--- src/rtl/memcpy_dma_pkg.sv ---
package memcpy_dma_pkg;
    localparam int unsigned REG_W = 32;

    localparam logic [3:0] OFS_CTRL = 4'h0;
    localparam logic [3:0] OFS_SRC  = 4'h4;
    localparam logic [3:0] OFS_DST  = 4'h8;
    localparam logic [3:0] OFS_CNT  = 4'hC;

    typedef struct packed {
        logic       en;
        logic [1:0] mode;
        logic       ddec;
        logic       sdec;
        logic       sfix;
        logic       sien;
        logic       burst;
        logic [1:0] width;
        logic       demand;
    } dma_cfg_t;

    typedef enum logic [1:0] {
        ST_IDLE = 2'd0,
        ST_RD   = 2'd1,
        ST_WR   = 2'd2
    } dma_st_e;
endpackage

--- src/rtl/memcpy_dma_regs.sv ---
module memcpy_dma_regs
    import memcpy_dma_pkg::*;
#(
    parameter int unsigned AW    = 32,
    parameter int unsigned CNT_W = 16
) (
    input  logic             clk,
    input  logic             rst_n,
    input  logic             reg_we,
    input  logic [3:0]       reg_addr,
    input  logic [REG_W-1:0] reg_wdata,
    output logic [REG_W-1:0] reg_rdata,
    output dma_cfg_t         cfg_o,
    output logic             sreq_o,
    output logic [AW-1:0]    src_o,
    output logic [AW-1:0]    dst_o,
    output logic [CNT_W-1:0] cnt_o,
    output logic             tc_o,
    output logic             err_o,
    input  logic             start_i,
    input  logic             set_tc_i,
    input  logic             set_err_i
);
    typedef struct packed {
        dma_cfg_t         cfg;
        logic             sreq;
        logic             tc;
        logic             err;
        logic [AW-1:0]    src;
        logic [AW-1:0]    dst;
        logic [CNT_W-1:0] cnt;
    } regs_t;

    regs_t r_q, r_d;

    always_comb begin
        r_d = r_q;
        if (reg_we) begin
            unique case (reg_addr)
                OFS_CTRL: begin
                    r_d.cfg.en     = reg_wdata[0];
                    r_d.cfg.mode   = reg_wdata[3:2];
                    r_d.cfg.ddec   = reg_wdata[4];
                    r_d.cfg.sdec   = reg_wdata[5];
                    r_d.cfg.sfix   = reg_wdata[7];
                    r_d.cfg.sien   = reg_wdata[8];
                    r_d.cfg.burst  = reg_wdata[9];
                    r_d.cfg.width  = reg_wdata[13:12];
                    r_d.cfg.demand = reg_wdata[15];
                    if (reg_wdata[16]) r_d.sreq = 1'b1;
                    if (reg_wdata[18]) r_d.tc   = 1'b0;
                    if (reg_wdata[20]) r_d.err  = 1'b0;
                end
                OFS_SRC: r_d.src = reg_wdata[AW-1:0];
                OFS_DST: r_d.dst = reg_wdata[AW-1:0];
                OFS_CNT: r_d.cnt = reg_wdata[CNT_W-1:0];
                default: ;
            endcase
        end
        if (start_i)   r_d.sreq = 1'b0;
        if (set_tc_i)  r_d.tc   = 1'b1;
        if (set_err_i) r_d.err  = 1'b1;
    end

    always_ff @(posedge clk or negedge rst_n) begin
        if (!rst_n) r_q <= '0;
        else        r_q <= r_d;
    end

    always_comb begin
        reg_rdata = '0;
        unique case (reg_addr)
            OFS_CTRL: reg_rdata = {11'b0, r_q.err, 1'b0, r_q.tc, 1'b0, r_q.sreq,
                                   r_q.cfg.demand, 1'b0, r_q.cfg.width, 2'b0,
                                   r_q.cfg.burst, r_q.cfg.sien, r_q.cfg.sfix, 1'b0,
                                   r_q.cfg.sdec, r_q.cfg.ddec, r_q.cfg.mode, 1'b0,
                                   r_q.cfg.en};
            OFS_SRC:  reg_rdata[AW-1:0]    = r_q.src;
            OFS_DST:  reg_rdata[AW-1:0]    = r_q.dst;
            OFS_CNT:  reg_rdata[CNT_W-1:0] = r_q.cnt;
            default:  reg_rdata = '0;
        endcase
    end

    assign cfg_o  = r_q.cfg;
    assign sreq_o = r_q.sreq;
    assign src_o  = r_q.src;
    assign dst_o  = r_q.dst;
    assign cnt_o  = r_q.cnt;
    assign tc_o   = r_q.tc;
    assign err_o  = r_q.err;
endmodule

--- src/rtl/memcpy_dma_xfer.sv ---
module memcpy_dma_xfer
    import memcpy_dma_pkg::*;
#(
    parameter int unsigned AW    = 32,
    parameter int unsigned CNT_W = 16
) (
    input  logic             clk,
    input  logic             rst_n,
    input  logic             en_i,
    input  logic             sreq_i,
    input  logic             burst_i,
    input  logic [1:0]       width_i,
    input  logic             sdec_i,
    input  logic             ddec_i,
    input  logic             sfix_i,
    input  logic [AW-1:0]    src_i,
    input  logic [AW-1:0]    dst_i,
    input  logic [CNT_W-1:0] cnt_i,
    output logic             start_o,
    output logic             set_tc_o,
    output logic             set_err_o,
    output logic             mem_req,
    output logic             mem_we,
    output logic [AW-1:0]    mem_addr,
    output logic [1:0]       mem_size,
    output logic [REG_W-1:0] mem_wdata,
    input  logic [REG_W-1:0] mem_rdata,
    input  logic             mem_ack,
    input  logic             mem_err
);
    localparam int unsigned LEFT_W = CNT_W + 2;

    typedef struct packed {
        dma_st_e           st;
        logic [AW-1:0]     sa;
        logic [AW-1:0]     da;
        logic [LEFT_W-1:0] left;
        logic [REG_W-1:0]  data;
        logic [1:0]        size;
        logic              sdec;
        logic              ddec;
        logic              sfix;
    } xfer_t;

    xfer_t x_q, x_d;
    logic [AW-1:0] step;
    logic          bad_start;

    assign step      = AW'(4'd1 << x_q.size);
    assign bad_start = (width_i == 2'b11) ||
                       (burst_i && ((src_i[3:0] != 4'd0) || (dst_i[3:0] != 4'd0)));

    always_comb begin
        x_d       = x_q;
        start_o   = 1'b0;
        set_tc_o  = 1'b0;
        set_err_o = 1'b0;
        unique case (x_q.st)
            ST_IDLE: begin
                if (en_i && sreq_i) begin
                    start_o = 1'b1;
                    if (bad_start) begin
                        set_err_o = 1'b1;
                    end else if (cnt_i == '0) begin
                        set_tc_o = 1'b1;
                    end else begin
                        x_d.st   = ST_RD;
                        x_d.sa   = src_i;
                        x_d.da   = dst_i;
                        x_d.left = burst_i ? {cnt_i, 2'b00} : {2'b00, cnt_i};
                        x_d.size = width_i;
                        x_d.sdec = sdec_i;
                        x_d.ddec = ddec_i;
                        x_d.sfix = sfix_i;
                    end
                end
            end
            ST_RD: begin
                if (mem_ack) begin
                    if (mem_err) begin
                        set_err_o = 1'b1;
                        x_d.st    = ST_IDLE;
                    end else begin
                        x_d.data = mem_rdata;
                        x_d.st   = ST_WR;
                    end
                end
            end
            ST_WR: begin
                if (mem_ack) begin
                    if (mem_err) begin
                        set_err_o = 1'b1;
                        x_d.st    = ST_IDLE;
                    end else begin
                        if (!x_q.sfix) x_d.sa = x_q.sdec ? x_q.sa - step : x_q.sa + step;
                        x_d.da   = x_q.ddec ? x_q.da - step : x_q.da + step;
                        x_d.left = x_q.left - 1'b1;
                        if (x_q.left == LEFT_W'(1)) begin
                            set_tc_o = 1'b1;
                            x_d.st   = ST_IDLE;
                        end else if (!en_i) begin
                            x_d.st = ST_IDLE;
                        end else begin
                            x_d.st = ST_RD;
                        end
                    end
                end
            end
            default: x_d.st = ST_IDLE;
        endcase
    end

    always_ff @(posedge clk or negedge rst_n) begin
        if (!rst_n) x_q <= '0;
        else        x_q <= x_d;
    end

    assign mem_req   = (x_q.st != ST_IDLE);
    assign mem_we    = (x_q.st == ST_WR);
    assign mem_addr  = (x_q.st == ST_WR) ? x_q.da : x_q.sa;
    assign mem_size  = x_q.size;
    assign mem_wdata = x_q.data;
endmodule

--- src/rtl/memcpy_dma.sv ---
module memcpy_dma
    import memcpy_dma_pkg::*;
#(
    parameter int unsigned AW    = 32,
    parameter int unsigned CNT_W = 16
) (
    input  logic          clk,
    input  logic          rst_n,
    input  logic          reg_we,
    input  logic [3:0]    reg_addr,
    input  logic [31:0]   reg_wdata,
    output logic [31:0]   reg_rdata,
    output logic          mem_req,
    output logic          mem_we,
    output logic [AW-1:0] mem_addr,
    output logic [1:0]    mem_size,
    output logic [31:0]   mem_wdata,
    input  logic [31:0]   mem_rdata,
    input  logic          mem_ack,
    input  logic          mem_err,
    output logic          irq
);
    dma_cfg_t         cfg;
    logic             sreq, tc, err;
    logic             start, set_tc, set_err;
    logic [AW-1:0]    src, dst;
    logic [CNT_W-1:0] cnt;

    memcpy_dma_regs #(.AW(AW), .CNT_W(CNT_W)) u_regs (
        .clk       (clk),
        .rst_n     (rst_n),
        .reg_we    (reg_we),
        .reg_addr  (reg_addr),
        .reg_wdata (reg_wdata),
        .reg_rdata (reg_rdata),
        .cfg_o     (cfg),
        .sreq_o    (sreq),
        .src_o     (src),
        .dst_o     (dst),
        .cnt_o     (cnt),
        .tc_o      (tc),
        .err_o     (err),
        .start_i   (start),
        .set_tc_i  (set_tc),
        .set_err_i (set_err)
    );

    memcpy_dma_xfer #(.AW(AW), .CNT_W(CNT_W)) u_xfer (
        .clk       (clk),
        .rst_n     (rst_n),
        .en_i      (cfg.en),
        .sreq_i    (sreq),
        .burst_i   (cfg.burst),
        .width_i   (cfg.width),
        .sdec_i    (cfg.sdec),
        .ddec_i    (cfg.ddec),
        .sfix_i    (cfg.sfix),
        .src_i     (src),
        .dst_i     (dst),
        .cnt_i     (cnt),
        .start_o   (start),
        .set_tc_o  (set_tc),
        .set_err_o (set_err),
        .mem_req   (mem_req),
        .mem_we    (mem_we),
        .mem_addr  (mem_addr),
        .mem_size  (mem_size),
        .mem_wdata (mem_wdata),
        .mem_rdata (mem_rdata),
        .mem_ack   (mem_ack),
        .mem_err   (mem_err)
    );

    assign irq = cfg.sien & (tc | err);
endmodule

--- config.mk ---
export PLATFORM = sky130hd
export DESIGN_NAME = memcpy_dma
export DESIGN_NICKNAME = d
export VERILOG_FILES = /design/src/rtl/memcpy_dma_pkg.sv /design/src/rtl/memcpy_dma_regs.sv /design/src/rtl/memcpy_dma_xfer.sv /design/src/rtl/memcpy_dma.sv
export SDC_FILE = /design/constraint.sdc
export NUM_CORES = 1
export LEC_CHECK = 0
export CAP_MARGIN = 30
export CORE_ASPECT_RATIO = 1.75
export CORE_UTILIZATION = 51
export CTS_CLUSTER_DIAMETER = 100
export DETAILED_ROUTE_END_ITERATION = 8
export PLACE_DENSITY_LB_ADDON = 0.05
export SETUP_SLACK_MARGIN = 0.1
export SLEW_MARGIN = 20
export SYNTH_ARGS = -nofsm -noshare
export SYNTH_HDL_FRONTEND = slang
export SYNTH_SLANG_ARGS = --single-unit
export TNS_END_PERCENT = 5
--- constraint.sdc ---
create_clock -name clk -period 2.9 [get_ports clk]
set_input_delay 0.58 -clock clk [delete_from_list [all_inputs] [get_ports clk]]
set_output_delay 0.58 -clock clk [all_outputs]
set_load 0.01 [all_outputs]
==> flow_metrics.py, run 1 <==
metrics = {
    "cells_and_area": {
        "ff_latch_area_sq_um": 5390,
        "multi_input_area_sq_um": 8090,
        "area_delta_synth_final_pct": 30.0,
        "drive_gt1_frac": 0.282,
        "stdcell_area_sq_um": 17900,
        "n_antenna_cell": 0,
        "fin_nets": 1798,
        "nFillCells": 2156,
        "finish.utilization": 0.674,
        "stdcell_count": 1993,
    },
    "setup_path": {
        "required_ns": 3.29,
        "path_cells": "or3_4 > fa_2 > a21o_1 > a31oi_4 > o21ai_4 > a21oi_2 > o21bai_1 > a41o_1 > o41a_1 > xor2_1 > mux2i_1 > o21ai_1",
        "worstSetupPathType": "reg -> reg",
        "cp_top_family": "compound AO/OA/AOI/OAI gates",
        "path_max_fanout": 8,
        "slowest_stage": "dfrtp_2",
        "worstSetupEndpointType": "register",
        "critPathMaxStageDelay_ns": 0.48,
        "cp.arrival_ns": 3.36,
        "r2r_slack_ns": -0.07,
        "crit_buf_inv": 0,
        "start_kind": "register",
    },
    "clocking": {
        "cts_tree": "done",
        "path_clk_slew_ns": 0.07,
        "root_buffer": "clkbuf_16",
        "clkLatencyLatePin_ns": 0.53,
        "h-tree-depth": 1,
        "numCtsBuffers": 23,
        "cts.sinks": 215,
        "clock_path_buffers": 3,
    },
    "logic_synthesis": {
        "synth_area_sq_um": 13700,
        "avgSynthCellArea_sq_um": 9.83,
        "ys_seq_area_frac": 0.391,
        "syn-num-nets": 1543,
        "ys_types": 69,
        "ys.warnings.count": 0,
        "netlist.top_cell.by_area": "dfrtp_1",
        "yosysMostFrequentCell": "dfrtp_1",
        "synth.top_cell.area_share": 0.391,
        "synth-async-reset-ratio": 1.00,
        "netlist_instances": 1398,
        "ys.flop_type": "dfrtp_1",
        "yosys-top-cells-count": "dfrtp_1, mux2_2, nand2_1, o21ai_0, a21oi_1",
        "synth_edf_count": 0,
        "synth_area_leaders": "dfrtp_1, mux2_2, ha_1",
        "ys_seq_elements": 215,
    },
    "placement": {
        "place_congestion": 0.959,
        "io_buffers": 173,
        "placed_cells": 1936,
        "pre_cts_ws_ns": -0.472,
        "place_area_sq_um": 16600,
        "dp_hpwl_um": 34800,
    },
    "global_route": {
        "overflow": 0,
        "antenna_found_initial": 0,
        "track_usage": 0.334,
        "grt_pass1_vias": 12400,
        "grt_max_degree": 62,
        "grt_pass1_wl_um": 69400,
    },
    "floorplanning": {
        "ios": 174,
        "initial_core_util": 0.519,
        "die_y_um": 219,
        "core_area_sq_um": 26500,
        "dieWidth_um": 126,
        "fp-row-count": 79,
        "dieArea_sq_um": 27600,
    },
    "sta": {
        "drv_slew": 0,
        "hold_ws_ns": 0.502,
        "fmax_mhz": 336,
        "max-slew-margin-rel": 0.562,
        "finalCritPeriodShare": 1.03,
        "fin_worst_skew_ns": 0.0165,
        "worstMarginPinSlew_ns": 0.656,
        "setup_viol": 7,
        "period_needed_ns": 2.97,
        "rsz0062_at_grt": "true",
        "fin_ws_ns": -0.0733,
        "finalHoldViolCount": 0,
    },
    "drt": {
        "drt-initial-drc-count": 660,
        "via_per_inst": 5.99,
        "final_antenna_net_count": 0,
        "vias": 11900,
        "routed_wl_um": 45800,
        "wl_per_cell_um": 23.0,
        "drtPass1Iterations": 5,
        "drc": 0,
    },
    "run": {
        "maxCapViolations": 0,
    },
    "hold_path": {
        "min_path_type": "reg -> reg",
    },
    "outcome": {
        "violations": "negative setup slack",
        "status": "finished with violations",
    },
    "pwr": {
        "ir_worst_vdd_mv": 0.709,
        "p_leak_nw": 8.09,
        "p_per_area_nw_per_um2": 1080,
    },
}
-- logic make-up after synthesis --
logic type      count (synthesis)  share of synthesized area
flops                         215                      0.391
xor+xnor                       49                     0.0312
simple gates                  319                      0.109
buf+inv                       140                     0.0490
fa+ha+maj                      72                     0.0666
mux                           221                      0.176
compound gates                382                      0.176
-- stage by stage --
| stage | setup TNS [ns] | total power [mW] |
|---|---|---|
| 4_1_cts | -0.267 | 19.1 |
| 3_5_place_dp | -7.36 | 15.8 |
| 6_report | -0.194 | 19.3 |
| 3_3_place_gp | -5.72 | 15.6 |
| 2_1_floorplan | 0 | 11.5 |
| 5_1_grt | -2.31 | 20.5 |
-- worst paths after layout --
kind | startpoint | to | cells after the start
setup / recovery | u_xfer.mem_size[1]$_DFFE_PN0P_ | u_xfer.x_q[103]$_DFFE_PN0P_ | 12
hold / removal | u_xfer.mem_wdata[6]$_DFFE_PN0P_ | u_xfer.mem_wdata[6]$_DFFE_PN0P_ | 1
setup reg to reg | u_xfer.mem_size[1]$_DFFE_PN0P_ | u_xfer.x_q[103]$_DFFE_PN0P_ | 12
hold reg to reg | u_xfer.mem_wdata[6]$_DFFE_PN0P_ | u_xfer.mem_wdata[6]$_DFFE_PN0P_ | 1
max in group asynchronous | rst_n | u_regs.dst_o[8]$_DFFE_PN0P_ | 3
min in group asynchronous | rst_n | u_xfer.x_q[74]$_DFFE_PN0P_ | 2
-- cell type report --
| class | instances | share of cell area |
|---|---|---|
| multi-input combinational | 1043 | 0.453 |
| tap | 324 | 0.0227 |
| clock buffer | 30 | 0.0359 |
| inverter | 27 | 0.00567 |
| timing repair buffer | 343 | 0.175 |
| sequential | 215 | 0.301 |
| clock inverter | 11 | 0.00644 |
-- state kept, by name, summed over array words and instances, names as in the netlist --
name              count
u_regs.err_o          1
u_regs.dst_o         32
u_regs.tc_o           1
u_regs.sreq_o         1
u_regs.cfg_o         11
u_xfer.mem_size       2
u_regs.src_o         32
u_xfer.mem_wdata     32
u_regs.cnt_o         16
u_xfer.x_q           87
-- cells in the final DEF (no fill, tap or decap), drive strengths merged, types with 9 or more instances in the layout --
cell,instances
a22o,21
o21ai,115
xnor2,31
nor2b,9
nand2b,9
clkdlybuf4s15,16
xor2,18
o21a,12
inv,28
nor3,25
nor2,64
a21oi,110
o22ai,10
nand3,19
ha,70
buf,170
a21o,25
dfrtp,215
and3,20
clkbuf,33
dlygate4sd2,36
a31oi,16
nand2,127
mux2,170
nand4,11
mux2i,51
a22oi,30
clkdlybuf4s50,116
-- worst register-to-register path: cells and delay by family, from the launching register on --
family / cells / cell delay [ns]
AO/OA/AOI/OAI: 8 / 1.37
flip-flops: 1 / 0.48
AND/OR/NAND/NOR: 1 / 0.36
adder cells (fa/ha/maj): 1 / 0.35
XOR/XNOR: 1 / 0.15
multiplexers: 1 / 0.13
-- layer usage --
metal / part of all wire / global-route usage / vias up / wire [um]
li1: - / - / 5589 / -
met1: 0.34 / 0.324 / 5855 / 15300
met2: 0.53 / 0.633 / 364 / 24500
met3: 0.044 / 0.0424 / 140 / 2010
met4: 0.086 / 0.257 / 0 / 3950
met5: 0 / 0 / - / 0
-- power breakdown --
part | leakage [nW] | switching, mW | internal, mW
registers | 2.64 | 1.24 | 4.12
logic | 5.08 | 5.61 | 5.31
clock network | 0.376 | 1.26 | 1.74
-- timing repair --
item | in CTS | in global routing
buffers inserted | 8 | 6
hold buffers | 1 | 0
endpoints found under the hold margin | 3 | 0
resized for setup | 130 | 55
pin swaps | 37 | 36
gates cloned | 2 | 0
endpoints found under the setup margin | 96 | 73
Power figures use the tool's default switching activity.
==> inputs of run 2 (changes only) <==
CAP_MARGIN = 20   (was 30)
REMOVE_ABC_BUFFERS = 1   (was not set)
==> flow_metrics.py, run 2 (synthesis results as in run 1) <==
metrics = {
    "outcome": {
        "status": "finished with violations",
        "violations": "negative setup slack",
    },
    "cells_and_area": {
        "n_antenna_cell": 0,
        "mostFrequentLayoutCell": "dfrtp_1",
        "finish.utilization": 0.686,
        "drive_gt1_frac": 0.294,
        "fin_nets": 1831,
        "stdcell_count": 2023,
        "ff_latch_area_sq_um": 5380,
        "multi_input_area_sq_um": 8040,
        "largest_reg_flops": 87,
        "regMostFlops": "u_xfer.x_q",
        "nFillCells": 2140,
        "area_delta_synth_final_pct": 32.3,
        "stdcell_area_sq_um": 18200,
        "final_cell_mix": "dfrtp_1, buf_4, mux2_2, clkdlybuf4s50_1, nand2_1",
    },
    "drt": {
        "wl_per_cell_um": 21.5,
        "vias": 12100,
        "routed_wl_um": 43500,
        "drt-initial-drc-count": 578,
        "drc": 0,
        "via_per_inst": 5.97,
        "drtPass1Iterations": 5,
        "final_antenna_net_count": 0,
    },
    "sta": {
        "max-slew-margin-rel": 0.574,
        "setup_viol": 37,
        "finalHoldViolCount": 0,
        "fin_ws_ns": -0.219,
        "fmax_mhz": 321,
        "finalCritPeriodShare": 1.08,
        "worstMarginPinSlew_ns": 0.633,
        "hold_ws_ns": 0.0133,
        "fin_worst_skew_ns": 0.0194,
        "rsz0062_at_grt": "true",
        "period_needed_ns": 3.12,
        "drv_slew": 0,
    },
    "placement": {
        "place_congestion": 0.971,
        "dp_hpwl_um": 32800,
        "placed_cells": 1974,
        "io_buffers": 173,
        "place_area_sq_um": 16900,
    },
    "global_route": {
        "antenna_found_initial": 0,
        "track_usage": 0.319,
        "grt_pass1_vias": 12600,
        "grt_max_degree": 66,
        "overflow": 0,
        "grt_pass1_wl_um": 67900,
    },
    "clocking": {
        "cts_hold_buf": 0,
        "root_buffer": "clkbuf_16",
        "clkLatencyLatePin_ns": 0.53,
        "cts.sinks": 215,
        "cts_tree": "done",
        "path_clk_slew_ns": 0.06,
        "h-tree-depth": 1,
        "numCtsBuffers": 23,
        "clock_path_buffers": 3,
    },
    "setup_path": {
        "r2r_end": "u_xfer.x_q[106]$_DFFE_PN0P_",
        "reg2reg_from": "u_xfer.mem_size[1]$_DFFE_PN0P_",
        "worstSetupEndpointType": "register",
        "path_max_fanout": 5,
        "r2r_slack_ns": -0.22,
        "cp.arrival_ns": 3.52,
        "r2r_cells": 16,
        "worstSetupPathType": "reg -> reg",
        "start_kind": "register",
        "required_ns": 3.30,
    },
    "run": {
        "maxCapViolations": 0,
    },
    "pwr": {
        "power_mw": 19.4,
        "p_leak_nw": 8.52,
        "ir_worst_vdd_mv": 0.690,
        "p_per_area_nw_per_um2": 1070,
    },
    "floorplanning": {
        "initial_core_util": 0.519,
        "dieWidth_um": 126,
        "core_area_sq_um": 26500,
        "ios": 174,
        "fp-row-count": 79,
        "dieArea_sq_um": 27600,
        "die_y_um": 219,
    },
    "hold_path": {
        "min_path_type": "in -> async",
    },
}
[run 2: metrics by stage]
step	setup TNS [ns]	worst slack, ns
3_5_place_dp	-15.71	-0.388
5_1_grt	-7.93	-0.368
3_3_place_gp	-12.53	-0.298
2_1_floorplan	-422.33	-4.49
4_1_cts	-7.60	-0.243
6_report	-3.21	-0.219
[run 2: where the power goes]
part           internal (mW)  total, mW  switching, mW
clock network           1.79       3.04           1.24
registers               4.12       5.16           1.03
logic                   5.55       11.2           5.68
total                   11.5       19.4           7.95
[run 2: routing by layer]
layer  up-vias  track usage  routed length [um]
met4         0        0.193                2780
li1       5641            -                   -
met1      5970        0.332               15400
met2       336        0.614               23800
met3       134       0.0295                1450
met5         -            0                   0
[run 2: timing repair]
action,CTS,global route
setup buffers,8,3
gates resized for setup,80,84
setup endpoints to repair,128,102
pin swaps,29,42
[run 2: how the worst max path moves through the flow]
stage,depth (start not counted),to,slack [ns],from
2_1_floorplan,7,u_xfer.x_q[87]$_DFFE_PN0P_,-4.49,u_xfer.x_q[119]$_DFFE_PN0P_
3_3_place_gp,13,u_xfer.x_q[103]$_DFFE_PN0P_,-0.30,u_xfer.mem_size[0]$_DFFE_PN0P_
3_5_place_dp,15,u_xfer.x_q[85]$_DFFE_PN0P_,-0.39,u_xfer.mem_size[1]$_DFFE_PN0P_
4_1_cts,13,u_xfer.x_q[103]$_DFFE_PN0P_,-0.24,u_xfer.mem_size[0]$_DFFE_PN0P_
5_1_grt,16,u_xfer.x_q[117]$_DFFE_PN0P_,-0.37,u_xfer.mem_size[1]$_DFFE_PN0P_
6_report,16,u_xfer.x_q[106]$_DFFE_PN0P_,-0.22,u_xfer.mem_size[1]$_DFFE_PN0P_
[run 2: final cells by class]
| cell class | count | share of cell area |
|---|---|---|
| sequential | 215 | 0.296 |
| clock buffer | 31 | 0.0350 |
| inverter | 27 | 0.00558 |
| timing repair buffer | 376 | 0.193 |
| multi-input combinational | 1043 | 0.442 |
| clock inverter | 7 | 0.00606 |
| tap | 324 | 0.0223 |
[run 2: critical path, cell delays in order (launching register included)]
cell and delay [ns]:
dfrtp_2 0.45, buf_6 0.14, nand2_2 0.07, o21ai_0 0.10, ha_1 0.33, buf_4 0.16
a21o_1 0.15, a31o_4 0.21, a31oi_4 0.27, o21ai_4 0.09, buf_4 0.16, a31o_4 0.25
a31oi_4 0.15, o21ai_2 0.09, a21oi_2 0.14, xor2_1 0.15, o22ai_1 0.08
==> inputs of run 3 (changes only) <==
CORE_UTILIZATION = 52   (was 51)
MAX_ROUTING_LAYER = met4   (was not set)
SYNTH_HIERARCHICAL = 1   (was not set)
==> flow_metrics.py, run 3 <==
metrics = {
    "cells_and_area": {
        "n_antenna_cell": 0,
        "area_delta_synth_final_pct": 30.2,
        "largest_reg_flops": 87,
        "regMostFlops": "u_xfer/x_q",
        "mostFrequentLayoutCell": "dfrtp_1",
        "fin_nets": 1863,
        "final_cell_mix": "dfrtp_1, buf_4, mux2_2, clkdlybuf4s50_1, a21oi_1",
        "drive_gt1_frac": 0.281,
    },
    "setup_path": {
        "required_ns": 3.31,
        "critPathMaxStageDelay_ns": 0.51,
        "crit_buf_inv": 1,
        "slowest_stage": "or4_4",
        "path_max_fanout": 4,
        "cp_top_family": "compound AO/OA/AOI/OAI gates",
        "cp.arrival_ns": 3.60,
        "start_kind": "register",
        "path_cells": "buf_6 > a21o_1 > ha_2 > or4_4 > a2111oi_4 > o21ai_2 > a311oi_2 > o31a_2 > o21a_4 > o31ai_2 > nor4_1 > nor3_2",
        "worstSetupEndpointType": "register",
        "worstSetupPathType": "reg -> reg",
    },
    "placement": {
        "io_buffers": 173,
        "place_congestion": 0.963,
        "dp_hpwl_um": 36000,
        "pre_cts_ws_ns": -0.424,
    },
    "sta": {
        "period_needed_ns": 3.18,
        "finalHoldViolCount": 0,
        "worstMarginPinSlew_ns": 0.816,
        "fin_ws_ns": -0.284,
        "finalCritPeriodShare": 1.10,
        "rsz0062_at_grt": "true",
        "drv_slew": 0,
        "fin_worst_skew_ns": 0.0106,
        "setup_viol": 54,
        "max-slew-margin-rel": 0.456,
        "fmax_mhz": 314,
        "tns_ns": -7.60,
    },
    "floorplanning": {
        "dieWidth_um": 127,
        "die_y_um": 221,
        "core_area_sq_um": 26800,
        "dieArea_sq_um": 28100,
        "ios": 174,
        "fp-row-count": 79,
        "initial_core_util": 0.532,
    },
    "logic_synthesis": {
        "ys.warnings.count": 6,
        "yosys-top-cells-count": "dfrtp_1, mux2_2, a21oi_1, nand2_1, nor2_1",
        "ys_types": 78,
        "avgSynthCellArea_sq_um": 9.84,
        "synth.top_cell.area_share": 0.377,
        "yosysMostFrequentCell": "dfrtp_1",
        "ys_seq_area_frac": 0.377,
        "ys.flop_type": "dfrtp_1",
        "synth_area_leaders": "dfrtp_1, mux2_2, ha_1",
        "synth_edf_count": 0,
        "ys_seq_elements": 215,
        "netlist.top_cell.by_area": "dfrtp_1",
        "synth_area_sq_um": 14300,
        "netlist_instances": 1449,
        "synth-async-reset-ratio": 1.00,
    },
    "outcome": {
        "violations": "negative setup slack",
        "status": "finished with violations",
    },
    "drt": {
        "drc": 0,
        "routed_wl_um": 48000,
        "drtPass1Iterations": 5,
        "vias": 12700,
        "final_antenna_net_count": 0,
        "drt-initial-drc-count": 693,
        "via_per_inst": 6.04,
        "wl_per_cell_um": 22.9,
    },
    "pwr": {
        "p_int_mw": 12.3,
        "combPwrFrac": 0.602,
        "p_clk_frac": 0.149,
        "power_mw": 21.3,
        "p_leak_nw": 8.28,
        "p_switching_mw": 9.01,
        "seq_power_share": 0.250,
        "p_per_area_nw_per_um2": 1150,
        "ir_worst_vdd_mv": 0.755,
        "netSwitchingFraction": 0.424,
    },
    "global_route": {
        "overflow": 0,
        "antenna_found_initial": 0,
        "track_usage": 0.360,
        "grt_pass1_vias": 13400,
        "grt_max_degree": 94,
        "grt_pass1_wl_um": 75000,
    },
    "clocking": {
        "cts_tree": "done",
        "root_buffer": "clkbuf_16",
        "clock_path_buffers": 3,
        "cts.sinks": 215,
        "h-tree-depth": 1,
        "numCtsBuffers": 22,
        "path_clk_slew_ns": 0.07,
        "cts_hold_buf": 0,
        "clkLatencyLatePin_ns": 0.53,
    },
    "run": {
        "maxCapViolations": 0,
    },
    "hold_path": {
        "min_path_type": "in -> async",
    },
}
==> run 3: cell count changes after synthesis, sizes merged, moves of 13 or more <==
cell and change:
o21ai -15, mux2i -16, nor2b +13, a22o -19, nand2 -25, a21oi +14
nor2 +18, a21o +16
==> run 3: final cells by class <==
class,count,area [sq um]
clock buffers,33,653
clock inverters,7,139
fillers,2138,8230
inverters,31,116
multi-input cells,1081,8460
flip-flops and latches,215,5380
well taps,364,455
repair buffers,367,3350
==> run 3: final timing paths <==
| check | start | endpoint | slack, ns | depth (start not counted) |
|---|---|---|---|---|
| min in group clk | u_xfer/mem_wdata[18]$_DFFE_PN0P_ | u_xfer/mem_wdata[18]$_DFFE_PN0P_ | 0.50 | 1 |
| min | rst_n | u_xfer/x_q[78]$_DFFE_PN0P_ | 0.05 | 1 |
| max reg2reg | u_xfer/mem_size[1]$_DFFE_PN0P_ | u_xfer/x_q[118]$_DFFE_PN0P_ | -0.28 | 12 |
| max | u_xfer/mem_size[1]$_DFFE_PN0P_ | u_xfer/x_q[118]$_DFFE_PN0P_ | -0.28 | 12 |
| min reg2reg | u_xfer/mem_wdata[18]$_DFFE_PN0P_ | u_xfer/mem_wdata[18]$_DFFE_PN0P_ | 0.50 | 1 |
| max in group asynchronous | rst_n | u_xfer/x_q[45]$_DFFE_PN0P_ | 1.99 | 2 |
==> run 3: stage by stage <==
step	hold slack [ns]	instances	util	cell area, sq um
final	0.0471	2098	0.693	18600
after CTS	0.0868	2094	0.690	18500
after global routing	0.109	2098	0.693	18600
after global placement	0.485	2045	0.648	17400
after detailed placement	0.492	2045	0.648	17400
after floorplan	0.284	1327	-	13600
==> run 3: cells by family after synthesis <==
group                      synth area share
AOI/OAI and AO/OA                     0.178
xor gates and xnor gates             0.0313
adders and majority gates            0.0643
buffers and inverters                0.0520
DFF                                   0.377
muxes                                 0.184
and+or+nand+nor                       0.113
==> run 3: power by group through the flow <==
| stage | registers, mW | logic [mW] | clock network (mW) |
|---|---|---|---|
| after floorplan | 5.07 | 6.89 | 0 |
| after global placement | 5.29 | 11.9 | 0 |
| after detailed placement | 5.33 | 12.0 | 0 |
| after CTS | 5.29 | 12.6 | 3.23 |
| after global routing | 5.43 | 13.8 | 3.33 |
| final | 5.31 | 12.8 | 3.16 |
==> run 3: repair_timing <==
| action | CTS | global route |
|---|---|---|
| pin swaps | 48 | 17 |
| cloned | 0 | 0 |
| gates resized for setup | 80 | 7 |
| buffers inserted | 13 | 4 |
| endpoints found under the setup margin | 101 | 113 |
==> run 3: routing by layer <==
metal | vias up | global-route usage | wire length [um]
li1 | 5821 | - | -
met5 | - | - | 0
met1 | 6230 | 0.352 | 16400
met4 | 0 | 0.283 | 4430
met2 | 442 | 0.635 | 25100
met3 | 172 | 0.0438 | 2050
